===== src/rtl/i2c_byte_master.sv =====
module i2c_byte_master #(
  parameter int BRC_W    = 16,
  parameter int BRC_INIT = 63
) (
  input  logic        clk,
  input  logic        rst_n,
  input  logic [7:0]  reg_addr,
  input  logic        reg_wr,
  input  logic        reg_rd,
  input  logic [31:0] reg_wdata,
  output logic [31:0] reg_rdata,
  input  logic        scl_i,
  output logic        scl_o,
  output logic        scl_oe,
  input  logic        sda_i,
  output logic        sda_o,
  output logic        sda_oe,
  output logic        irq
);
  localparam logic [7:0] A_CTL = 8'h04, A_STS = 8'h08, A_DAT = 8'h0C, A_BRC = 8'h14, A_RST = 8'hFC;
  localparam logic [9:0] CTL_MASK = 10'h3B9;
  localparam logic [BRC_W-1:0] BRC_RST = BRC_W'(BRC_INIT);

  typedef enum logic [2:0] {S_IDLE, S_START, S_HOLD, S_BIT, S_RSTART, S_STOP} st_t;
  st_t st;

  logic [9:0]       ctl;
  logic [BRC_W-1:0] brc, divc;
  logic [7:0]       sh, rxb;
  logic [3:0]       bitn;
  logic [2:0]       ph;
  logic srst, sda_q, cmpl, arbl, iflg, nack_rx, busy, rxm, scl_p, sda_p;

  wire wr_ctl = reg_wr && reg_addr == A_CTL;
  wire wr_sts = reg_wr && reg_addr == A_STS;
  wire tick   = divc == '0;
  wire [BRC_W-1:0] reload = (brc > BRC_W'(1)) ? brc - BRC_W'(1) : '0;
  wire held   = st == S_HOLD;
  wire go_rs  = held && wr_ctl && reg_wdata[2];
  wire go_tx  = held && reg_wr && reg_addr == A_DAT && ctl[4];
  wire go_rx  = held && reg_rd && reg_addr == A_DAT && !ctl[4];
  wire samp   = st == S_BIT && tick && ph == 3'd6;
  wire bend   = tick && ph == 3'd7;
  wire done   = st == S_BIT && bend && bitn == 4'd8;
  wire lost   = samp && bitn < 4'd8 && !rxm && !sda_q && !sda_i;
  wire bitval = (bitn == 4'd8) ? (rxm && !ctl[3]) : (!rxm && !sh[7]);

  logic unused_hi;
  assign unused_hi = ^reg_wdata[31:10];

  assign scl_o  = 1'b0;
  assign sda_o  = 1'b0;
  assign sda_oe = sda_q;
  assign scl_oe = held || ((st == S_BIT || st == S_RSTART || st == S_STOP) && !ph[2]);
  assign irq    = |ctl[9:8] && (iflg || arbl);

  always_ff @(posedge clk or negedge rst_n)
    if (!rst_n) srst <= 1'b0;
    else if (reg_wr && reg_addr == A_RST) srst <= reg_wdata[0];

  always_ff @(posedge clk or negedge rst_n)
    if (!rst_n) begin
      scl_p <= 1'b1; sda_p <= 1'b1; busy <= 1'b0;
    end else begin
      scl_p <= scl_i; sda_p <= sda_i;
      if (srst) busy <= 1'b0;
      else if (scl_p && scl_i && sda_p && !sda_i) busy <= 1'b1;
      else if (scl_p && scl_i && !sda_p && sda_i) busy <= 1'b0;
    end

  always_ff @(posedge clk or negedge rst_n)
    if (!rst_n) begin
      st <= S_IDLE; ctl <= '0; brc <= BRC_RST; divc <= '0; ph <= '0; bitn <= '0;
      sh <= '0; rxb <= '0; rxm <= 1'b0; sda_q <= 1'b0;
      cmpl <= 1'b0; arbl <= 1'b0; iflg <= 1'b0; nack_rx <= 1'b0;
    end else if (srst) begin
      st <= S_IDLE; ctl <= '0; brc <= BRC_RST; divc <= '0; ph <= '0; bitn <= '0;
      sh <= '0; rxb <= '0; rxm <= 1'b0; sda_q <= 1'b0;
      cmpl <= 1'b0; arbl <= 1'b0; iflg <= 1'b0; nack_rx <= 1'b0;
    end else begin
      if (wr_ctl) ctl <= reg_wdata[9:0] & CTL_MASK;
      if (reg_wr && reg_addr == A_BRC) brc <= reg_wdata[BRC_W-1:0];
      if (wr_sts) begin
        cmpl <= cmpl & reg_wdata[7]; arbl <= arbl & reg_wdata[4];
        iflg <= iflg & reg_wdata[1]; nack_rx <= nack_rx & reg_wdata[0];
      end
      if (st != S_IDLE && !held) begin
        divc <= tick ? reload : divc - BRC_W'(1);
        if (tick) ph <= ph + 3'd1;
      end
      case (st)
        S_IDLE:
          if (ctl[7] && ctl[5]) begin
            st <= S_START; sda_q <= 1'b1; ph <= '0; divc <= reload;
          end
        S_START:
          if (tick && ph == 3'd3) st <= S_HOLD;
        S_HOLD: begin
          if (go_rs) st <= S_RSTART;
          else if (go_tx) begin st <= S_BIT; sh <= reg_wdata[7:0]; rxm <= 1'b0; bitn <= '0; end
          else if (go_rx) begin st <= S_BIT; rxm <= 1'b1; bitn <= '0; end
          else if (!ctl[5]) st <= S_STOP;
          ph <= '0; divc <= reload;
        end
        S_BIT: begin
          if (tick && ph == 3'd0) sda_q <= bitval;
          if (samp) begin
            if (bitn < 4'd8) sh <= {sh[6:0], sda_i};
            else if (!rxm) nack_rx <= sda_i;
          end
          if (lost) begin
            arbl <= 1'b1; ctl[5] <= 1'b0; sda_q <= 1'b0; st <= S_IDLE;
          end else if (bend) begin
            if (bitn == 4'd8) begin
              st <= S_HOLD; cmpl <= 1'b1; iflg <= 1'b1;
              if (rxm) rxb <= sh;
            end else bitn <= bitn + 4'd1;
          end
        end
        S_RSTART: begin
          if (tick && ph == 3'd0) sda_q <= 1'b0;
          if (bend) begin st <= S_START; sda_q <= 1'b1; end
        end
        S_STOP: begin
          if (tick && ph == 3'd0) sda_q <= 1'b1;
          if (bend) begin st <= S_IDLE; sda_q <= 1'b0; end
        end
        default: st <= S_IDLE;
      endcase
    end

  always_comb
    case (reg_addr)
      A_CTL:   reg_rdata = {22'b0, ctl};
      A_STS:   reg_rdata = {24'b0, cmpl, 1'b0, busy, arbl, 2'b0, iflg, nack_rx};
      A_DAT:   reg_rdata = {24'b0, rxb};
      A_BRC:   reg_rdata = {{(32-BRC_W){1'b0}}, brc};
      A_RST:   reg_rdata = {31'b0, srst};
      default: reg_rdata = '0;
    endcase

  // SDA moves with SCL released only for START, STOP or a lost arbitration
  p_sda_edges_r2: assert property (@(posedge clk) disable iff (!rst_n || srst)
    (!scl_oe && !$past(scl_oe) && $changed(sda_oe)) |-> (st == S_START || st == S_IDLE));
  // a byte only shifts while the bus monitor reports busy
  p_busy_in_byte_r2: assert property (@(posedge clk) disable iff (!rst_n || srst)
    (st == S_BIT) |-> busy);
  // completion wins over a simultaneous clearing write
  p_set_wins_r8: assert property (@(posedge clk) disable iff (!rst_n || srst)
    $past(done) |-> (cmpl && iflg));
  // losing arbitration leaves both lines released
  p_arb_release_r7: assert property (@(posedge clk) disable iff (!rst_n || srst)
    $rose(arbl) |-> (!scl_oe && !sda_oe));
  // received byte register only updates after a receive byte
  p_rx_only_r5: assert property (@(posedge clk) disable iff (!rst_n || srst)
    $changed(rxb) |-> $past(rxm));
endmodule


===== config.mk =====
export PLATFORM = sky130hd
export DESIGN_NAME = i2c_byte_master
export DESIGN_NICKNAME = d
export VERILOG_FILES = /design/src/rtl/i2c_byte_master.sv
export SDC_FILE = /design/constraint.sdc
export NUM_CORES = 1
export LEC_CHECK = 0
export BUFFER_PORTS_ARGS = -buffer_cell sky130_fd_sc_hd__buf_2
export CORE_UTILIZATION = 50
export CTS_CLUSTER_DIAMETER = 50
export DETAILED_ROUTE_END_ITERATION = 8
export GPL_TIMING_DRIVEN = 0
export PLACE_DENSITY_LB_ADDON = 0.1
export SYNTH_ARGS = -nofsm -noshare
export SYNTH_HDL_FRONTEND = slang
export SYNTH_SLANG_ARGS = --single-unit

===== constraint.sdc =====
create_clock -name clk -period 2.6 [get_ports clk]
set_clock_uncertainty 0.05 [all_clocks]
set_input_delay 0.13 -clock clk [delete_from_list [all_inputs] [get_ports clk]]
set_output_delay 0.13 -clock clk [all_outputs]
set_load 0.02 [all_outputs]

==> impl_metrics.xml <==
<?xml version="1.0" encoding="UTF-8"?>
<metrics>
  <group name="layout">
    <metric name="fin_cells" unit="">769</metric>
    <metric name="num-nets-final" unit="">691</metric>
    <metric name="final_core_util" unit="%">64.2</metric>
    <metric name="number_of_inserted_filler_cells_in_the_final_layout" unit="">816</metric>
    <metric name="layout.area.seq" unit="sq mm">0.00189</metric>
    <metric name="area.growth.synth_to_final" unit="%">23.3</metric>
    <metric name="drive_above_1_share" unit="%">25.4</metric>
    <metric name="total_area_of_multi_input_combinational_cells" unit="sq mm">0.00285</metric>
  </group>
  <group name="die">
    <metric name="start_util" unit="%">52.1</metric>
    <metric name="fp-row-count" unit="">35</metric>
    <metric name="fp.coreArea" unit="sq mm">0.00928</metric>
    <metric name="die-height" unit="microns">100</metric>
    <metric name="io_pins" unit="">83</metric>
    <metric name="chipWidth" unit="microns">100</metric>
    <metric name="fp.dieArea" unit="sq mm">0.0101</metric>
  </group>
  <group name="yosys">
    <metric name="synthXorXnorAreaFrac" unit="%">2.53</metric>
    <metric name="post_synth_instance_area" unit="sq mm">0.00484</metric>
    <metric name="synth_compound_area_share" unit="%">16.2</metric>
    <metric name="yosysSeqAreaShare" unit="%">39.0</metric>
    <metric name="synth.top_cells.by_count" unit="">sky130_fd_sc_hd__dfrtp_1, sky130_fd_sc_hd__nor2_1, sky130_fd_sc_hd__a21oi_1, sky130_fd_sc_hd__nand2_1, sky130_fd_sc_hd__mux2i_1</metric>
    <metric name="biggest_area_consumer_among_synthesized_cells" unit="">sky130_fd_sc_hd__dfrtp_1</metric>
    <metric name="yosys_register_bits" unit="">75</metric>
    <metric name="synth_simple_gate_area_share" unit="%">24.8</metric>
    <metric name="ys.flop_type" unit="">sky130_fd_sc_hd__dfrtp_1</metric>
    <metric name="synth-edff-count" unit="">0</metric>
    <metric name="post_synth_inst_count" unit="">530</metric>
    <metric name="netlist.area_leader.share" unit="%">34.7</metric>
    <metric name="synth.distinct_cells" unit="">71</metric>
    <metric name="yosysWarningCount" unit="">0</metric>
    <metric name="async_flop_share" unit="%">100</metric>
    <metric name="post_synth_main_area_contributors" unit="">sky130_fd_sc_hd__dfrtp_1, sky130_fd_sc_hd__mux2i_1, sky130_fd_sc_hd__a21oi_1, sky130_fd_sc_hd__nor2_1, sky130_fd_sc_hd__dfstp_2</metric>
    <metric name="yosysMostFrequentCell" unit="">sky130_fd_sc_hd__dfrtp_1</metric>
    <metric name="synthMuxAreaShare" unit="%">8.33</metric>
    <metric name="synth_top_family_by_area" unit="">simple AND/OR/NAND/NOR gates</metric>
    <metric name="post_synthesis_adder_cell_area_fraction" unit="%">2.85</metric>
    <metric name="synth.avg_cell_area" unit="sq um">9.13</metric>
  </group>
  <group name="sta">
    <metric name="final.setup.worst_slack" unit="ps">-26.4</metric>
    <metric name="rsz0062_at_grt" unit="">yes</metric>
    <metric name="setup-tns-final" unit="ps">-86.8</metric>
    <metric name="whs" unit="ps">6.43</metric>
    <metric name="finalMaxSlewViolations" unit="">0</metric>
    <metric name="final_worst_path_cycle_share" unit="%">101</metric>
    <metric name="setup-violations-final" unit="">4</metric>
    <metric name="max-slew-margin-rel" unit="%">45.9</metric>
    <metric name="fmax" unit="MHz">381</metric>
    <metric name="actual_slew_at_the_worst_max_slew_pin" unit="ps">811</metric>
    <metric name="period_needed" unit="ps">2630</metric>
    <metric name="timing_hold_violations_final" unit="">0</metric>
  </group>
  <group name="global_route">
    <metric name="gr-usage-all-layers" unit="%">28.4</metric>
    <metric name="grt_pass1_vias" unit="">4465</metric>
    <metric name="grt_first_pass_wirelength" unit="mm">22.1</metric>
    <metric name="grt_overflow" unit="">0</metric>
    <metric name="number_of_antenna_violations_at_the_first_check_in_global_routing" unit="">0</metric>
    <metric name="grt_start_max_net_pins" unit="">55</metric>
  </group>
  <group name="worst_setup_path">
    <metric name="cpPeakStageDelay" unit="ps">570</metric>
    <metric name="crit_type" unit="">reg -&gt; reg</metric>
    <metric name="critical_path.max_fanout" unit="">8</metric>
    <metric name="critical_path_required" unit="ps">2790</metric>
    <metric name="worstSetupStartpointType" unit="">flip-flop</metric>
    <metric name="worstPathBufferInverterCount" unit="">1</metric>
    <metric name="worstPathArrival" unit="ps">2820</metric>
    <metric name="path_cells" unit="">or4_4 &gt; nor4_4 &gt; nand4_1 &gt; a211oi_4 &gt; buf_12 &gt; mux2_2</metric>
    <metric name="critical-path-top-delay-family" unit="">simple AND/OR/NAND/NOR gates</metric>
    <metric name="cp-end-kind" unit="">flip-flop</metric>
    <metric name="critical_path.slowest_cell" unit="">sky130_fd_sc_hd__or4_4</metric>
  </group>
  <group name="place">
    <metric name="placed_cells" unit="">725</metric>
    <metric name="routabilityCongestion" unit="">0.910</metric>
    <metric name="buffer_ports.inserted" unit="">48</metric>
    <metric name="place_worst_setup_slack" unit="ps">-201</metric>
    <metric name="dp.final_hpwl" unit="mm">9.80</metric>
  </group>
  <group name="clocking">
    <metric name="worst_skew_pair.late_latency" unit="ps">360</metric>
    <metric name="clock_path_buffers" unit="">2</metric>
    <metric name="ctsHtreeMaxLevel" unit="">3</metric>
    <metric name="cts_made_buffers" unit="">9</metric>
    <metric name="clock_sink_count" unit="">75</metric>
    <metric name="clock-root-buffer" unit="">sky130_fd_sc_hd__clkbuf_8</metric>
    <metric name="tritoncts_clock_tree" unit="">yes</metric>
    <metric name="worst_setup_hold_path_clk_slew" unit="ps">90</metric>
  </group>
  <group name="detailed_routing">
    <metric name="drtIter0Drc" unit="">269</metric>
    <metric name="routed_wl" unit="mm">13.7</metric>
    <metric name="dr_total_vias" unit="">4472</metric>
    <metric name="viasPerCell" unit="">5.82</metric>
    <metric name="ant_nets" unit="">0</metric>
    <metric name="drcViolationCount" unit="">0</metric>
    <metric name="drt-pass1-iter-count" unit="">7</metric>
    <metric name="drt-wirelength-per-cell" unit="microns">17.8</metric>
  </group>
  <group name="flow_run">
    <metric name="maxCapViolCount" unit="">0</metric>
  </group>
  <group name="power_and_ir_drop">
    <metric name="power.leakage" unit="nW">2.86</metric>
    <metric name="ir_worst_vdd" unit="mV">0.402</metric>
    <metric name="power.density" unit="mW/mm^2">863</metric>
  </group>
  <group name="outcome">
    <metric name="violations" unit="">setup timing</metric>
    <metric name="run_status" unit="">finished with violations</metric>
  </group>
  <group name="hold_path">
    <metric name="holdCritPathClass" unit="">in -&gt; reg</metric>
  </group>
</metrics>
through the flow:
step | cell area, sq um | power, W
finish | 5960 | 0.00515
global route | 5960 | 0.00545
CTS | 5730 | 0.00481
detailed placement | 5330 | 0.00376
global placement | 5300 | 0.00371
floorplan | 4900 | 0.00321
cells in the final DEF, fill, tap and decap left out, types with 17 or more instances in the layout:
cell                       netlist  routed
sky130_fd_sc_hd__nand2_1        40      40
sky130_fd_sc_hd__buf_2           4      49
sky130_fd_sc_hd__conb_1          1      18
sky130_fd_sc_hd__nor2_1         57      55
sky130_fd_sc_hd__buf_4          19      34
sky130_fd_sc_hd__a21oi_1        43      43
sky130_fd_sc_hd__o21ai_0        17      17
sky130_fd_sc_hd__clkbuf_1       20      19
sky130_fd_sc_hd__mux2i_1        29      29
sky130_fd_sc_hd__dfrtp_1        67      63
layer usage:
layer / routed length, microns / track usage [%] / vias up
li1: - / - / 2115
met1: 5870 / 37.9 / 2182
met2: 6790 / 46.4 / 155
met3: 815 / 4.25 / 20
met4: 224 / 11.9 / 0
met5: 0 / 0 / -
registers in the layout (all words and copies together) (netlist names), 3 cells and up:
signal / count
brc: 16
divc: 16
rxb: 8
sh: 8
ctl: 7
bitn: 4
ph: 3
st: 3
logic make-up (layout without fill, tap and decap cells):
family                   Yosys count  in the layout
buffers and inverters             60            152
multiplexers                      39             39
flip-flops                        75             75
AND/OR/NAND/NOR                  214            214
AO/OA/AOI/OAI                    116            116
XOR/XNOR                          14             14
adder cells (fa/ha/maj)           11             11
other                              1             19
final timing paths:
check	start	endpoint	slack, ps	cells past startpoint
worst min-delay path	reg_wdata[6]	brc[6]	6	3
worst max register to register	divc[3]	sh[1]	-30	6
worst min register to register	sda_p	busy	470	2
worst max-delay path	divc[3]	sh[1]	-30	6
min in group asynchronous	rst_n	bitn[2]	160	2
max in group asynchronous	rst_n	brc[3]	1710	3
where the power goes:
group / switching (W) / internal [W] / leakage (nW)
sequential: 0.000321 / 0.00149 / 0.960
combinational: 0.00132 / 0.00105 / 1.80
clock: 0.000485 / 0.000478 / 0.0995
total: 0.00213 / 0.00302 / 2.86
layout make-up:
cell class,count,area share [%]
clock inverter,6,1.20
antenna,1,0.0420
multi-input combinational,412,47.8
inverter,15,0.944
timing repair buffer,78,9.02
tap,129,2.71
buffer,43,4.24
clock buffer,10,2.31
sequential,75,31.7
worst reg2reg max path: stages, from the launching register on:
cell and delay (ps):
sky130_fd_sc_hd__dfrtp_2 440, sky130_fd_sc_hd__or4_4 570, sky130_fd_sc_hd__nor4_4 390, sky130_fd_sc_hd__nand4_1 260
sky130_fd_sc_hd__a211oi_4 310, sky130_fd_sc_hd__buf_12 170, sky130_fd_sc_hd__mux2_2 330
repair_timing:
item | 4_1_cts | 5_1_grt
gates cloned | 0 | 1
hold buffers | 11 | 0
hold endpoints to repair | 79 | 0
buffers inserted | 3 | 14
endpoints found under the setup margin | 29 | 39
pin swaps | 5 | 3
resized for setup | 6 | 34
Power figures use the tool's default switching activity.
